### config.mk
export PLATFORM = sky130hd
export DESIGN_NAME = dir_home
export DESIGN_NICKNAME = d
export VERILOG_FILES = /design/src/rtl/dir_home.sv
export SDC_FILE = /design/constraint.sdc
export NUM_CORES = 1
export LEC_CHECK = 0
export BUFFER_PORTS_ARGS = -buffer_cell sky130_fd_sc_hd__buf_2
export CAP_MARGIN = 25
export CORE_MARGIN = 2
export CORE_UTILIZATION = 30
export DETAILED_ROUTE_END_ITERATION = 10
export GPL_ROUTABILITY_DRIVEN = 0
export PLACE_DENSITY = 0.53
export SLEW_MARGIN = 40
export SYNTH_ARGS = -nofsm -noshare
export SYNTH_HDL_FRONTEND = slang
export SYNTH_SLANG_ARGS = --single-unit
### constraint.sdc
create_clock -name clk -period 4.1 [get_ports clk]
set_input_delay 0 -clock clk [delete_from_list [all_inputs] [get_ports clk]]
set_output_delay 0 -clock clk [all_outputs]
set_load 0.03 [all_outputs]
### src/rtl/dir_home.sv
module dir_home #(
  parameter int NODES = 4,
  parameter int LINES = 8,
  parameter int DW    = 8,
  localparam int NW = $clog2(NODES),
  localparam int LW = $clog2(LINES),
  localparam int CW = $clog2(NODES + 1)
) (
  input  logic             clk,
  input  logic             rst_n,
  input  logic             req_valid,
  input  logic             req_write,
  input  logic [NW-1:0]    req_node,
  input  logic [LW-1:0]    req_line,
  input  logic             own_valid,
  input  logic [DW-1:0]    own_data,
  input  logic             ack_valid,
  input  logic [NW-1:0]    ack_node,
  output logic             rep_valid,
  output logic [NW-1:0]    rep_node,
  output logic [DW-1:0]    rep_data,
  output logic [NODES-1:0] rep_sharers,
  output logic             fwd_valid,
  output logic [NW-1:0]    fwd_node,
  output logic             fwd_excl,
  output logic             inv_valid,
  output logic [NW-1:0]    inv_node,
  output logic [LW-1:0]    msg_line,
  output logic             done_valid,
  output logic [NW-1:0]    done_node,
  output logic             nack_valid,
  output logic [NW-1:0]    nack_node
);

  typedef enum logic [1:0] {IDLE, FWD, INV} st_t;
  st_t st;

  logic [NODES-1:0] pres [LINES];
  logic [LINES-1:0] dirty;
  logic [DW-1:0]    mem  [LINES];

  logic             cur_wr;
  logic [NW-1:0]    cur_node;
  logic [LW-1:0]    cur_line;
  logic [NODES-1:0] pend;
  logic [CW-1:0]    cnt;

  function automatic logic [NW-1:0] low_idx(input logic [NODES-1:0] v);
    low_idx = '0;
    for (int i = NODES - 1; i >= 0; i--)
      if (v[i]) low_idx = NW'(i);
  endfunction

  wire [NODES-1:0] rq_bit    = NODES'(1) << req_node;
  wire [NODES-1:0] cur_bit   = NODES'(1) << cur_node;
  wire [NODES-1:0] line_pres = pres[req_line];
  wire [NW-1:0]    owner     = low_idx(line_pres);
  wire             need_fwd  = dirty[req_line] && (owner != req_node);
  wire [NODES-1:0] others    = line_pres & ~rq_bit;
  wire [NW-1:0]    next_inv  = low_idx(pend);
  wire             inv_fin   = (pend == '0) && (cnt == '0);

  assign msg_line = cur_line;

  always_ff @(posedge clk) begin
    if (!rst_n) begin
      st          <= IDLE;
      dirty       <= '0;
      pend        <= '0;
      cnt         <= '0;
      cur_wr      <= 1'b0;
      cur_node    <= '0;
      cur_line    <= '0;
      rep_valid   <= 1'b0;
      rep_node    <= '0;
      rep_data    <= '0;
      rep_sharers <= '0;
      fwd_valid   <= 1'b0;
      fwd_node    <= '0;
      fwd_excl    <= 1'b0;
      inv_valid   <= 1'b0;
      inv_node    <= '0;
      done_valid  <= 1'b0;
      done_node   <= '0;
      nack_valid  <= 1'b0;
      nack_node   <= '0;
      for (int i = 0; i < LINES; i++) begin
        pres[i] <= '0;
        mem[i]  <= DW'(i);
      end
    end else begin
      rep_valid  <= 1'b0;
      fwd_valid  <= 1'b0;
      inv_valid  <= 1'b0;
      done_valid <= 1'b0;
      nack_valid <= 1'b0;
      if (req_valid && st != IDLE) begin
        nack_valid <= 1'b1;
        nack_node  <= req_node;
      end
      case (st)
        IDLE: if (req_valid) begin
          cur_wr   <= req_write;
          cur_node <= req_node;
          cur_line <= req_line;
          if (need_fwd) begin
            fwd_valid <= 1'b1;
            fwd_node  <= owner;
            fwd_excl  <= req_write;
            st        <= FWD;
          end else begin
            rep_valid <= 1'b1;
            rep_node  <= req_node;
            rep_data  <= mem[req_line];
            if (!req_write) begin
              rep_sharers    <= '0;
              pres[req_line] <= line_pres | rq_bit;
            end else begin
              rep_sharers <= others;
              pend        <= others;
              cnt         <= CW'($countones(others));
              st          <= INV;
            end
          end
        end
        FWD: if (own_valid) begin
          mem[cur_line] <= own_data;
          rep_valid     <= 1'b1;
          rep_node      <= cur_node;
          rep_data      <= own_data;
          rep_sharers   <= '0;
          if (cur_wr) begin
            pres[cur_line]  <= cur_bit;
            dirty[cur_line] <= 1'b1;
            done_valid      <= 1'b1;
            done_node       <= cur_node;
          end else begin
            pres[cur_line]  <= pres[cur_line] | cur_bit;
            dirty[cur_line] <= 1'b0;
          end
          st <= IDLE;
        end
        INV: begin
          if (pend != '0) begin
            inv_valid <= 1'b1;
            inv_node  <= next_inv;
            pend      <= pend & ~(NODES'(1) << next_inv);
          end
          if (ack_valid && cnt != '0) cnt <= cnt - 1'b1;
          if (inv_fin) begin
            done_valid      <= 1'b1;
            done_node       <= cur_node;
            pres[cur_line]  <= cur_bit;
            dirty[cur_line] <= 1'b1;
            st              <= IDLE;
          end
        end
        default: st <= IDLE;
      endcase
    end
  end


  inv_not_req_chk: assert property (@(posedge clk) disable iff (!rst_n)
    inv_valid |-> inv_node != cur_node);


  done_zero_chk: assert property (@(posedge clk) disable iff (!rst_n)
    (done_valid && $past(st) == INV) |-> cnt == '0);


  nack_busy_chk: assert property (@(posedge clk) disable iff (!rst_n)
    nack_valid |-> ($past(req_valid) && $past(st) != IDLE));


  fwd_wait_chk: assert property (@(posedge clk) disable iff (!rst_n)
    fwd_valid |-> st == FWD);


  rep_src_chk: assert property (@(posedge clk) disable iff (!rst_n)
    rep_valid |-> ($past(req_valid) || $past(own_valid)));


  no_msg_reset_chk: assert property (@(posedge clk)
    $past(!rst_n) |-> !(rep_valid || fwd_valid || inv_valid || done_valid || nack_valid));

endmodule

==> flow_summary.ini <==
[timing]
slew_headroom_pct = 47.59
worst_slew_pin_slew_ns = 0.7815
max_freq_mhz = 299.4
clock_skew_ns = 0.008596
drv_slew = 0
setup_violations = 0
rsz0062_at_grt = false
worst_slack_ns = 0.7598
setup_tns_ns = 0
timing.final.crit_share_pct = 81.47
fin_crit_ns = 3.340
finalHoldViolations = 0

[clock_network]
htreeDepth = 4
cts_root_buf = clkbuf_16
postCtsHoldBufs = 11
clock_path_buffers = 2
insertion_delay_ns = 0.43
cts_setup_buffers = 0
cts_tree = yes
post_cts_resized = 0
clkSinkCount = 150
cts_buffers = 17
path_clk_slew_ns = 0.07

[drt]
dr.pass1.iters = 4
drc = 0
drt-initial-drc-count = 376
via_per_inst = 4.901
dr_total_vias = 5112
routed_wl_um = 18190
wire_per_inst_um = 17.44
postRouteAntennaNets = 0

[worst_setup_path]
critPathKind = reg -> reg
cp.arrival_ns = 3.40
startpoint_type = register
worstPathRequired_ns = 4.16
end_kind = register
worst-path-max-fanout = 15

[floorplan]
start_util_pct = 30.65
die_y_um = 161.9
rows = 57
coreArea_mm2 = 0.02439
die_x_um = 161.9
ios = 52
dieArea_mm2 = 0.02620

[grt]
track_usage_pct = 14.39
first_global_vias = 5099
grt_pass1_wl_um = 29110
grt_max_degree = 26
grt-ovfl-total = 0
antenna_found_initial = 1

[synth]
synth_warnings = 0
synthCells = 644
syn-num-nets = 673
netlist_area_mm2 = 0.007476
ys_seq_elements = 150
synthArstFlopShare_pct = 0
synth-main-ff-cell = edfxtp_1
ys_seq_area_share_pct = 53.02
synth-edff-count = 96
syn_avg_cell_area_um2 = 11.61
ys_types = 52

[pwr]
ir_worst_vdd_v = 0.0002777
power_leakage_nw = 3.147
powerDensity_mw_per_mm2 = 434.8

[min_path]
hp-class = in -> reg

[job]
drv_cap = 0

[placed_design]
post-place-ws_ns = 0.7337
port_buffers = 49
dpl.hpwl_um = 13120

[layout]
drive_above_1_share_pct = 21.31
final_net_count = 734
syn2layout_area_growth_pct = 17.59

[outcome]
status = completed
-- state kept, by name (all words and copies together) (netlist names), 2 cells and up, named ones only --
| name | cells |
|---|---|
| rep_data | 8 |
| rep_sharers | 4 |
| rep_node | 2 |
| nack_node | 2 |
| done_node | 2 |
| cur_node | 2 |
| mem | 64 |
| pres | 32 |
| st | 2 |
| msg_line | 3 |
| cnt | 3 |
| inv_node | 2 |
| pend | 4 |
| fwd_node | 2 |
-- worst max-delay path, cell delays in order (launching register included) --
cell      delay, ns
edfxtp_1       0.42
mux4_1         0.52
mux2i_2        0.34
nor2b_1        0.17
a211oi_4       0.44
o2111a_2       0.36
a21oi_2        0.19
o21ai_0        0.53
-- synthesized netlist by cell type, types with 9 or more instances --
library cell | number | area, um^2
edfxtp_1 | 96 | 2883
nor2_1 | 60 | 225.2
and2_1 | 55 | 344.1
dfxtp_1 | 54 | 1081
nand2_1 | 51 | 191.4
a21oi_1 | 34 | 170.2
o21ai_0 | 34 | 170.2
mux4_2 | 32 | 720.7
mux2i_1 | 26 | 260.3
clkbuf_1 | 23 | 86.33
nor3b_1 | 20 | 150.1
inv_1 | 18 | 67.56
or3_1 | 17 | 106.4
nor3_1 | 10 | 50.05
nand2b_1 | 9 | 56.30
-- area by class of cell --
| class | instances | area [um^2] |
|---|---|---|
| inverters | 18 | 67.56 |
| clock buffers | 19 | 432.9 |
| multi-input cells | 439 | 3272 |
| clock inverters | 13 | 148.9 |
| well taps | 324 | 405.4 |
| repair buffers | 79 | 498.0 |
| flip-flops and latches | 150 | 3964 |
| fillers | 2430 | 15600 |
| diodes | 1 | 2.502 |
-- layer usage --
| metal | share of wire (%) | wire [um] | global-route usage [%] |
|---|---|---|---|
| met1 | 48 | 8695 | 19.70 |
| met2 | 46 | 8376 | 22.38 |
| met5 | 0 | 0 | 0 |
| met4 | 1.3 | 230 | 5.189 |
| met3 | 4.9 | 887 | 3.320 |
-- power by group --
group          switching [mW]  internal, mW
clock                   0.643         0.905
sequential             0.0512          1.68
combinational           0.336         0.209
-- placed cells by master, fill, tap and decap left out, drive strengths merged, types with 7 or more instances in the layout --
cell	Yosys	final
a211oi	7	7
a21oi	35	35
a31oi	7	7
and2	55	55
buf	12	68
clkbuf	25	19
dfxtp	54	54
dlygate4sd3	0	11
edfxtp	96	96
ha	7	7
inv	18	21
mux2	8	8
mux2i	28	28
mux4	34	34
nand2	51	51
nand2b	9	9
nand3	8	8
nor2	60	60
nor2b	8	8
nor3	10	10
nor3b	20	20
o21ai	34	34
or3	17	17
-- logic make-up after synthesis --
logic type | Yosys count | synth area share [%]
adders and majority gates | 8 | 1.439
buffers and inverters | 55 | 3.247
muxes | 70 | 15.51
DFF | 150 | 53.02
AOI/OAI and AO/OA | 104 | 8.753
and+or+nand+nor | 257 | 18.03
-- final timing paths --
kind               startpoint           to  slack, ns  depth (start not counted)
setup / recovery   pres[7][1]   pres[2][2]       0.76                          7
setup reg to reg   pres[7][1]   pres[2][2]       0.76                          7
hold reg to reg   inv_node[1]  inv_node[1]       0.44                          2
hold / removal    own_data[3]    mem[4][3]       0.01                          2
-- per-stage QoR --
step / utilization (%) / area, um^2 / cells / power (mW) / hold WS [ns]
floorplan: - / 7476 / 644 / 2.136 / 0.1389
global placement: 33.18 / 8094 / 999 / 2.297 / 0.3406
detailed placement: 33.18 / 8094 / 999 / 2.301 / 0.3374
CTS: 36.02 / 8786 / 1042 / 3.851 / 0.005867
global route: 36.03 / 8788 / 1042 / 3.973 / 0.03206
finish: 36.04 / 8791 / 1043 / 3.822 / 0.01435
(Power assumes the default switching activity.)
